`config.mk`:
```
export PLATFORM = sky130hd
export DESIGN_NAME = mpu_overlap_guard
export DESIGN_NICKNAME = d
export VERILOG_FILES = /design/src/rtl/mpu_guard_pkg.sv /design/src/rtl/mpu_window_match.sv /design/src/rtl/mpu_access_judge.sv /design/src/rtl/mpu_cfg_guard.sv /design/src/rtl/mpu_overlap_guard.sv
export SDC_FILE = /design/constraint.sdc
export NUM_CORES = 1
export LEC_CHECK = 0
export BUFFER_PORTS_ARGS = -buffer_cell sky130_fd_sc_hd__buf_4
export CORE_ASPECT_RATIO = 0.7
export CORE_UTILIZATION = 30
export DETAILED_ROUTE_END_ITERATION = 12
export PLACE_DENSITY_LB_ADDON = 0.05
export SYNTH_ARGS = -nofsm -noshare
export SYNTH_HDL_FRONTEND = slang
export SYNTH_HIERARCHICAL = 1
export SYNTH_SLANG_ARGS = --single-unit
```
`constraint.sdc`:
```
create_clock -name clk -period 4.6 [get_ports clk]
set_input_delay 0.46 -clock clk [delete_from_list [all_inputs] [get_ports clk]]
set_output_delay 0.46 -clock clk [all_outputs]
set_load 0.03 [all_outputs]
```
`src/rtl/mpu_guard_pkg.sv`:
```
package mpu_guard_pkg;

  localparam int unsigned NUM_WINDOWS = 3;
  localparam int unsigned PRIV_W      = 2;
  localparam logic [PRIV_W-1:0] PRIV_TRUSTED = 2'd3;

  typedef enum logic {
    RES_FIRST = 1'b0,
    RES_ALL   = 1'b1
  } res_mode_e;

  typedef struct packed {
    logic [PRIV_W-1:0] owner;
    logic              wr_ok;
    logic              rd_ok;
    logic              en;
  } win_attr_t;

  localparam int unsigned ATTR_W = $bits(win_attr_t);

  // inclusive containment; an inverted span never contains anything
  function automatic logic addr_within(logic [31:0] a, logic [31:0] lo, logic [31:0] hi);
    return (lo <= hi) && (lo <= a) && (a <= hi);
  endfunction

  // two well-formed inclusive spans share at least one address
  function automatic logic spans_touch(logic [31:0] lo_a, logic [31:0] hi_a,
                                       logic [31:0] lo_b, logic [31:0] hi_b);
    return (lo_a <= hi_a) && (lo_b <= hi_b) && (lo_a <= hi_b) && (lo_b <= hi_a);
  endfunction

endpackage

```
`src/rtl/mpu_window_match.sv`:
```
module mpu_window_match
  import mpu_guard_pkg::*;
#(
  parameter int unsigned ADDR_W = 16
) (
  input  logic [ADDR_W-1:0] lo_bound,
  input  logic [ADDR_W-1:0] hi_bound,
  input  win_attr_t         attr,
  input  logic [ADDR_W-1:0] acc_addr,
  input  logic              acc_write,
  input  logic [PRIV_W-1:0] acc_priv,
  output logic              hit,
  output logic              allow
);

  logic dir_ok;
  logic priv_ok;

  assign hit     = attr.en && addr_within(32'(acc_addr), 32'(lo_bound), 32'(hi_bound));
  assign dir_ok  = acc_write ? attr.wr_ok : attr.rd_ok;
  assign priv_ok = (acc_priv >= attr.owner);
  assign allow   = dir_ok && priv_ok;

endmodule

```
`src/rtl/mpu_access_judge.sv`:
```
module mpu_access_judge
  import mpu_guard_pkg::*;
#(
  parameter int unsigned ADDR_W = 16,
  parameter int unsigned NWIN   = NUM_WINDOWS
) (
  input  logic              clk,
  input  logic              rst_n,
  input  logic              acc_valid,
  input  logic [ADDR_W-1:0] acc_addr,
  input  logic              acc_write,
  input  logic [NWIN-1:0]   hit,
  input  logic [NWIN-1:0]   allow,
  input  res_mode_e         mode,
  input  logic              dflt_allow,
  output logic              rsp_valid,
  output logic              rsp_grant,
  output logic              rsp_fault,
  output logic [ADDR_W-1:0] flt_addr,
  output logic              flt_write
);

  logic first_ok;
  logic all_ok;
  logic any_hit;
  logic verdict;
  logic deny_evt;

  always_comb begin
    first_ok = 1'b0;
    for (int i = int'(NWIN) - 1; i >= 0; i--) begin
      if (hit[i]) first_ok = allow[i];
    end
    all_ok  = &(~hit | allow);
    any_hit = |hit;
    if (!any_hit)              verdict = dflt_allow;
    else if (mode == RES_ALL)  verdict = all_ok;
    else                       verdict = first_ok;
  end

  assign deny_evt = acc_valid && !verdict;

  always_ff @(posedge clk or negedge rst_n) begin
    if (!rst_n) begin
      rsp_valid <= 1'b0;
      rsp_grant <= 1'b0;
      rsp_fault <= 1'b0;
      flt_addr  <= '0;
      flt_write <= 1'b0;
    end else begin
      rsp_valid <= acc_valid;
      rsp_grant <= acc_valid && verdict;
      rsp_fault <= deny_evt;
      if (deny_evt) begin
        flt_addr  <= acc_addr;
        flt_write <= acc_write;
      end
    end
  end

  assert_answer_follows_R6: assert property (@(posedge clk) disable iff (!rst_n)
    acc_valid |=> rsp_valid);
  assert_no_spurious_answer_R6: assert property (@(posedge clk) disable iff (!rst_n)
    !acc_valid |=> !rsp_valid);
  assert_fault_means_deny_R6: assert property (@(posedge clk) disable iff (!rst_n)
    rsp_fault |-> (rsp_valid && !rsp_grant));
  assert_deny_means_fault_R6: assert property (@(posedge clk) disable iff (!rst_n)
    (rsp_valid && !rsp_grant) |-> rsp_fault);
  assert_first_window_rules_R3: assert property (@(posedge clk) disable iff (!rst_n)
    (acc_valid && mode == RES_FIRST && hit[0]) |=> (rsp_grant == $past(allow[0])));
  assert_all_must_allow_R4: assert property (@(posedge clk) disable iff (!rst_n)
    (acc_valid && mode == RES_ALL && |(hit & ~allow)) |=> !rsp_grant);
  assert_miss_uses_default_R5: assert property (@(posedge clk) disable iff (!rst_n)
    (acc_valid && hit == '0) |=> (rsp_grant == $past(dflt_allow)));
  assert_fault_capture_R6: assert property (@(posedge clk) disable iff (!rst_n)
    deny_evt |=> (flt_addr == $past(acc_addr)));

endmodule

```
`src/rtl/mpu_cfg_guard.sv`:
```
module mpu_cfg_guard
  import mpu_guard_pkg::*;
#(
  parameter int unsigned ADDR_W = 16,
  parameter int unsigned NWIN   = NUM_WINDOWS,
  localparam int unsigned PAGE_W = $clog2(NWIN + 1),
  localparam int unsigned CFG_AW = PAGE_W + 2
) (
  input  logic                        clk,
  input  logic                        rst_n,
  input  logic                        cfg_we,
  input  logic [CFG_AW-1:0]           cfg_addr,
  input  logic [ADDR_W-1:0]           cfg_wdata,
  input  logic [PRIV_W-1:0]           cfg_priv,
  output logic [NWIN-1:0][ADDR_W-1:0] lo_q,
  output logic [NWIN-1:0][ADDR_W-1:0] hi_q,
  output win_attr_t [NWIN-1:0]        attr_q,
  output res_mode_e                   mode,
  output logic                        dflt_allow,
  output logic                        ovl_block,
  output logic                        err_flag,
  output logic [PAGE_W-1:0]           err_page
);

  logic [PAGE_W-1:0] page;
  logic [1:0]        fld;
  logic              is_ctrl;
  logic [PAGE_W-1:0] tgt;
  logic              trusted;
  logic [2:0]        ctrl_q;

  logic [ADDR_W-1:0] cand_lo;
  logic [ADDR_W-1:0] cand_hi;
  win_attr_t         cand_attr;
  logic              hi_clash;
  logic              any_clash;
  logic              owner_ok;
  logic              new_owner_ok;
  logic              win_field;
  logic              win_reject;
  logic              ctrl_reject;
  logic              wr_reject;
  logic              win_commit;
  logic              ctrl_commit;
  logic              err_clear;

  assign page      = cfg_addr[CFG_AW-1:2];
  assign fld       = cfg_addr[1:0];
  assign is_ctrl   = (int'(page) >= int'(NWIN));
  assign tgt       = is_ctrl ? '0 : page;
  assign trusted   = (cfg_priv == PRIV_TRUSTED);
  assign win_field = !is_ctrl && (fld != 2'd3);

  // window as it would look after this write
  always_comb begin
    cand_lo   = lo_q[tgt];
    cand_hi   = hi_q[tgt];
    cand_attr = attr_q[tgt];
    unique case (fld)
      2'd0:    cand_lo   = cfg_wdata;
      2'd1:    cand_hi   = cfg_wdata;
      2'd2:    cand_attr = win_attr_t'(cfg_wdata[ATTR_W-1:0]);
      default: ;
    endcase
  end

  always_comb begin
    hi_clash  = 1'b0;
    any_clash = 1'b0;
    for (int j = 0; j < int'(NWIN); j++) begin
      if (j != int'(tgt) && cand_attr.en && attr_q[j].en &&
          spans_touch(32'(cand_lo), 32'(cand_hi), 32'(lo_q[j]), 32'(hi_q[j]))) begin
        any_clash = 1'b1;
        if (attr_q[j].owner > cfg_priv) hi_clash = 1'b1;
      end
    end
  end

  assign owner_ok     = (cfg_priv >= attr_q[tgt].owner);
  assign new_owner_ok = (fld != 2'd2) || (cand_attr.owner <= cfg_priv);
  assign win_reject   = win_field &&
                        (!owner_ok || !new_owner_ok || hi_clash || (ovl_block && any_clash));
  assign ctrl_reject  = is_ctrl && !trusted;
  assign wr_reject    = cfg_we && (win_reject || ctrl_reject);
  assign win_commit   = cfg_we && win_field && !win_reject;
  assign ctrl_commit  = cfg_we && is_ctrl && trusted && (fld == 2'd0);
  assign err_clear    = cfg_we && is_ctrl && trusted && (fld == 2'd1) && cfg_wdata[0];

  always_ff @(posedge clk or negedge rst_n) begin
    if (!rst_n) begin
      lo_q   <= '0;
      hi_q   <= '0;
      attr_q <= '0;
    end else if (win_commit) begin
      for (int r = 0; r < int'(NWIN); r++) begin
        if (r == int'(tgt)) begin
          lo_q[r]   <= cand_lo;
          hi_q[r]   <= cand_hi;
          attr_q[r] <= cand_attr;
        end
      end
    end
  end

  always_ff @(posedge clk or negedge rst_n) begin
    if (!rst_n) begin
      ctrl_q   <= '0;
      err_flag <= 1'b0;
      err_page <= '0;
    end else begin
      if (ctrl_commit) ctrl_q <= cfg_wdata[2:0];
      if (wr_reject) begin
        err_flag <= 1'b1;
        err_page <= page;
      end else if (err_clear) begin
        err_flag <= 1'b0;
      end
    end
  end

  assign mode       = res_mode_e'(ctrl_q[0]);
  assign dflt_allow = ctrl_q[1];
  assign ovl_block  = ctrl_q[2];

  assert_ctrl_untouched_R7: assert property (@(posedge clk) disable iff (!rst_n)
    (cfg_we && is_ctrl && !trusted) |=> $stable(ctrl_q));
  assert_reject_sets_err_R11: assert property (@(posedge clk) disable iff (!rst_n)
    wr_reject |=> (err_flag && err_page == $past(page)));
  assert_err_sticky_R11: assert property (@(posedge clk) disable iff (!rst_n)
    (err_flag && !err_clear) |=> err_flag);

  for (genvar r = 0; r < int'(NWIN); r++) begin : g_win_chk
    assert_owner_gate_R8: assert property (@(posedge clk) disable iff (!rst_n)
      (cfg_we && int'(page) == r && cfg_priv < attr_q[r].owner)
      |=> ($stable(lo_q[r]) && $stable(hi_q[r]) && $stable(attr_q[r])));
    assert_reject_freezes_R9: assert property (@(posedge clk) disable iff (!rst_n)
      wr_reject |=> ($stable(lo_q[r]) && $stable(hi_q[r]) && $stable(attr_q[r])));
  end

endmodule

```
`src/rtl/mpu_overlap_guard.sv`:
```
module mpu_overlap_guard
  import mpu_guard_pkg::*;
#(
  parameter int unsigned ADDR_W = 16,
  localparam int unsigned NWIN   = NUM_WINDOWS,
  localparam int unsigned PAGE_W = $clog2(NWIN + 1),
  localparam int unsigned CFG_AW = PAGE_W + 2
) (
  input  logic              clk,
  input  logic              rst_n,
  input  logic              acc_valid,
  output logic              acc_ready,
  input  logic [ADDR_W-1:0] acc_addr,
  input  logic              acc_write,
  input  logic [PRIV_W-1:0] acc_priv,
  output logic              rsp_valid,
  output logic              rsp_grant,
  output logic              rsp_fault,
  input  logic              cfg_we,
  input  logic [CFG_AW-1:0] cfg_addr,
  input  logic [ADDR_W-1:0] cfg_wdata,
  input  logic [PRIV_W-1:0] cfg_priv,
  input  logic [CFG_AW-1:0] rd_addr,
  output logic [ADDR_W-1:0] rd_data
);

  logic [NWIN-1:0][ADDR_W-1:0] lo_q;
  logic [NWIN-1:0][ADDR_W-1:0] hi_q;
  win_attr_t [NWIN-1:0]        attr_q;
  res_mode_e                   mode;
  logic                        dflt_allow;
  logic                        ovl_block;
  logic                        err_flag;
  logic [PAGE_W-1:0]           err_page;
  logic [NWIN-1:0]             hit;
  logic [NWIN-1:0]             allow;
  logic [ADDR_W-1:0]           flt_addr;
  logic                        flt_write;
  logic [PAGE_W-1:0]           rd_page;
  logic [1:0]                  rd_fld;
  logic [PAGE_W-1:0]           rd_win;

  assign acc_ready = 1'b1;

  mpu_cfg_guard #(.ADDR_W(ADDR_W), .NWIN(NWIN)) u_cfg (
    .clk        (clk),
    .rst_n      (rst_n),
    .cfg_we     (cfg_we),
    .cfg_addr   (cfg_addr),
    .cfg_wdata  (cfg_wdata),
    .cfg_priv   (cfg_priv),
    .lo_q       (lo_q),
    .hi_q       (hi_q),
    .attr_q     (attr_q),
    .mode       (mode),
    .dflt_allow (dflt_allow),
    .ovl_block  (ovl_block),
    .err_flag   (err_flag),
    .err_page   (err_page)
  );

  for (genvar r = 0; r < int'(NWIN); r++) begin : g_win
    mpu_window_match #(.ADDR_W(ADDR_W)) u_match (
      .lo_bound  (lo_q[r]),
      .hi_bound  (hi_q[r]),
      .attr      (attr_q[r]),
      .acc_addr  (acc_addr),
      .acc_write (acc_write),
      .acc_priv  (acc_priv),
      .hit       (hit[r]),
      .allow     (allow[r])
    );
  end

  mpu_access_judge #(.ADDR_W(ADDR_W), .NWIN(NWIN)) u_judge (
    .clk        (clk),
    .rst_n      (rst_n),
    .acc_valid  (acc_valid),
    .acc_addr   (acc_addr),
    .acc_write  (acc_write),
    .hit        (hit),
    .allow      (allow),
    .mode       (mode),
    .dflt_allow (dflt_allow),
    .rsp_valid  (rsp_valid),
    .rsp_grant  (rsp_grant),
    .rsp_fault  (rsp_fault),
    .flt_addr   (flt_addr),
    .flt_write  (flt_write)
  );

  assign rd_page = rd_addr[CFG_AW-1:2];
  assign rd_fld  = rd_addr[1:0];
  assign rd_win  = (int'(rd_page) < int'(NWIN)) ? rd_page : '0;

  always_comb begin
    rd_data = '0;
    if (int'(rd_page) < int'(NWIN)) begin
      unique case (rd_fld)
        2'd0:    rd_data = lo_q[rd_win];
        2'd1:    rd_data = hi_q[rd_win];
        2'd2:    rd_data = ADDR_W'(attr_q[rd_win]);
        default: rd_data = '0;
      endcase
    end else begin
      unique case (rd_fld)
        2'd0:    rd_data = ADDR_W'({ovl_block, dflt_allow, mode});
        2'd1:    rd_data = ADDR_W'({err_page, err_flag});
        2'd2:    rd_data = flt_addr;
        default: rd_data = ADDR_W'(flt_write);
      endcase
    end
  end

endmodule

```
==> flow_metrics.tcl <==
set metrics [dict create \
    crit_type "in2reg" \
    grt_start_max_net_pins 82 \
    critPathCaptureType "flop" \
    avgSynthCellArea_um2 9.31 \
    utilization 0.372 \
    ir_worst_vdd_mv 0.297 \
    start_util 0.307 \
    die_area_um2 53500 \
    hold_buffers 0 \
    areaGrowthSynthToFinish_pct 20.9 \
    grt_pass1_wl_mm 96.2 \
    synthArstFlopShare 1.00 \
    syn-num-nets 2067 \
    rows 69 \
    internal_power_mw 6.10 \
    first_pass_iters 5 \
    drv_cap 0 \
    slew_viol_final 0 \
    p_sw_mw 6.33 \
    finalWirelength_mm 67.1 \
    cts.clk_slew.worst_paths_ns 0.07 \
    clock.fmax_mhz 226 \
    final-setup-viol-count 0 \
    place_hpwl_mm 56.1 \
    power_density_nw_per_um2 652 \
    grtUsageTotal 0.250 \
    numCtsBuffers 17 \
    cp.arrival_ns 4.78 \
    hold_class "in2async" \
    gp_congestion 0.937 \
    grt_antenna_before_repair 2 \
    clkSinkCount 137 \
    cts_buffer_depth 2 \
    yosys_warnings 6 \
    viasPerCell 5.38 \
    syn_inst 1693 \
    cts_tree "done" \
    cts_max_level 4 \
    pwr-share-clk 0.117 \
    final_layout_size_suffix_gt1_frac 0.248 \
    seq_area_frac_synth 0.217 \
    first_global_vias 13900 \
    relSlewSlack 0.311 \
    ys_types 74 \
    num_vias 14200 \
    fin_skew_ns 0.0164 \
    dr.first_iter.drc_count 1039 \
    fill_cells 5247 \
    synthFlopType "dfrtp_1" \
    path_max_fanout 29 \
    die_w_um 276 \
    switching_share 0.509 \
    cp.required_ns 4.95 \
    ys_ff_latch 137 \
    synth_edf_count 0 \
    final_nets 2315 \
    rsz0062_at_grt "false" \
    routedWlPerCell_um 25.5 \
    chipHeight_um 194 \
    pwr-share-comb 0.656 \
    hold_violations 0 \
    ioPinCount 69 \
    start_kind "input port" \
    seqPwrFrac 0.227 \
    clock_latency_ns 0.47 \
    synth_area_um2 15800 \
    period_minus_slack_ns 4.43 \
    finalCritPeriodShare 0.962 \
    core-area_um2 51300 \
    ant_nets 0 \
    status "finished clean" \
    cts_root_buffer "clkbuf_16" \
    io_buffers 67 \
    drc 0 \
    grt_overflow 0 \
    tightest_slew_ns 1.03 \
    total_power_mw 12.4 \
    p_leak_nw 10.2 \
]
[through the flow]
step / hold slack (ns) / worst slack [ns] / std cells / setup TNS (ns) / cell area [um2]
2_1_floorplan: 0.164 / 0.0488 / 1693 / 0 / 15800
5_1_grt: 0.114 / 0.0160 / 2629 / 0 / 19100
3_3_place_gp: 0.487 / -0.452 / 2596 / -38.11 / 18500
4_1_cts: 0.108 / 0.0941 / 2628 / 0 / 19100
6_report: 0.0693 / 0.173 / 2632 / 0 / 19100
3_5_place_dp: 0.492 / -0.374 / 2596 / -32.88 / 18500
[final cells by class]
cell class,instances,area [um2],share of cell area
antenna,4,10.0,0.000525
clock buffer,19,433,0.0227
clock inverter,13,144,0.00754
inverter,206,773,0.0405
multi-input combinational,1300,11200,0.585
sequential,137,3430,0.180
tap,674,843,0.0442
timing repair buffer,279,2290,0.120
[sequential cells by signal (all words and copies together) (netlist names)]
| register | count |
|---|---|
| u_cfg/attr_q | 15 |
| u_cfg/ctrl_q | 3 |
| u_cfg/err_flag | 1 |
| u_cfg/err_page | 2 |
| u_cfg/hi_q | 48 |
| u_cfg/lo_q | 48 |
| u_judge/flt_addr | 16 |
| u_judge/flt_write | 1 |
| u_judge/rsp_fault | 1 |
| u_judge/rsp_grant | 1 |
| u_judge/rsp_valid | 1 |
[synthesized netlist by cell type (all sizes together), types with 22 or more instances]
cell type | instances | area, um2
a21oi | 174 | 886
a221oi | 29 | 304
buf | 32 | 375
dfrtp | 137 | 3430
ha | 325 | 4070
inv | 206 | 773
mux2 | 108 | 1420
mux2i | 107 | 1070
nand2 | 120 | 450
nand3 | 45 | 225
nand4 | 62 | 440
nor2 | 59 | 221
nor2b | 22 | 160
o21ai | 77 | 385
[critical path, stage by stage]
cell      delay [ns]
buf_4           0.12
buf_4           0.12
ha_2            0.21
nor2_1          0.24
buf_12          0.19
a221oi_1        0.08
a21oi_1         0.57
buf_4           0.24
ha_1            0.25
a21oi_1         0.16
o21ai_0         0.11
a221oi_1        0.30
or2_2           0.16
a21oi_1         0.08
buf_4           0.15
nor4_2          0.34
nor4_2          0.07
buf_4           0.16
nand3_2         0.09
buf_12          0.26
mux2_2          0.37
[final timing paths]
path | startpoint | endpoint | slack [ns] | depth (start not counted)
max | cfg_addr[3] | u_cfg/lo_q[47] | 0.17 | 21
min | rst_n | u_judge/flt_write | 0.07 | 1
max reg2reg | u_cfg/lo_q[8] | u_cfg/lo_q[47] | 0.41 | 17
min reg2reg | u_judge/flt_addr[8] | u_judge/flt_addr[8] | 0.51 | 1
max in group asynchronous | rst_n | u_cfg/lo_q[17] | 3.50 | 2
min in group clk | acc_valid | u_judge/rsp_valid | 0.13 | 1
[power groups by stage]
stage	Clock [mW]	Combinational [mW]	Sequential (mW)
after floorplan	0	4.82	2.32
final	1.45	8.16	2.82
after global placement	0	7.86	2.79
after detailed placement	0	8.04	2.78
after CTS	1.48	8.07	2.76
after global routing	1.53	8.99	2.87
[per-layer routing]
metal	vias up	global-route usage	part of all wire
met5	-	0	0
met1	7040	0.387	0.53
met4	0	0.0441	0.013
met3	41	0.0774	0.077
met2	348	0.331	0.38
li1	6740	-	-
[timing repair]
item | 4_1_cts | 5_1_grt
endpoints found under the setup margin | 0 | 97
setup buffers | 0 | 0
resized for setup | 0 | 4
[placed cells by master, fill, tap and decap left out, drive strengths merged, types with 10 or more instances in the layout]
cell type  netlist  routed
a211oi          15      15
a21boi          10      10
a21o            19      19
a21oi          174     174
a221oi          29      29
a22oi           13      13
buf             32     279
clkbuf          18      19
dfrtp          137     137
ha             325     325
inv            206     210
mux2           108     108
mux2i          107     107
nand2          120     120
nand3           45      45
nand4           62      62
nor2            59      59
nor2b           22      22
nor3            12      12
nor4            16      16
o211ai          11      11
o21ai           77      77
o221ai          13      13
o31ai           10      10
[cells by family after synthesis]
| kind of cell | synth area share |
|---|---|
| compound gates | 0.164 |
| fa+ha+maj | 0.258 |
| buf+inv | 0.0774 |
| flops | 0.217 |
| mux | 0.161 |
| other cells | 0.000238 |
| simple gates | 0.122 |
Note: power is estimated with default switching activity, not from simulation.
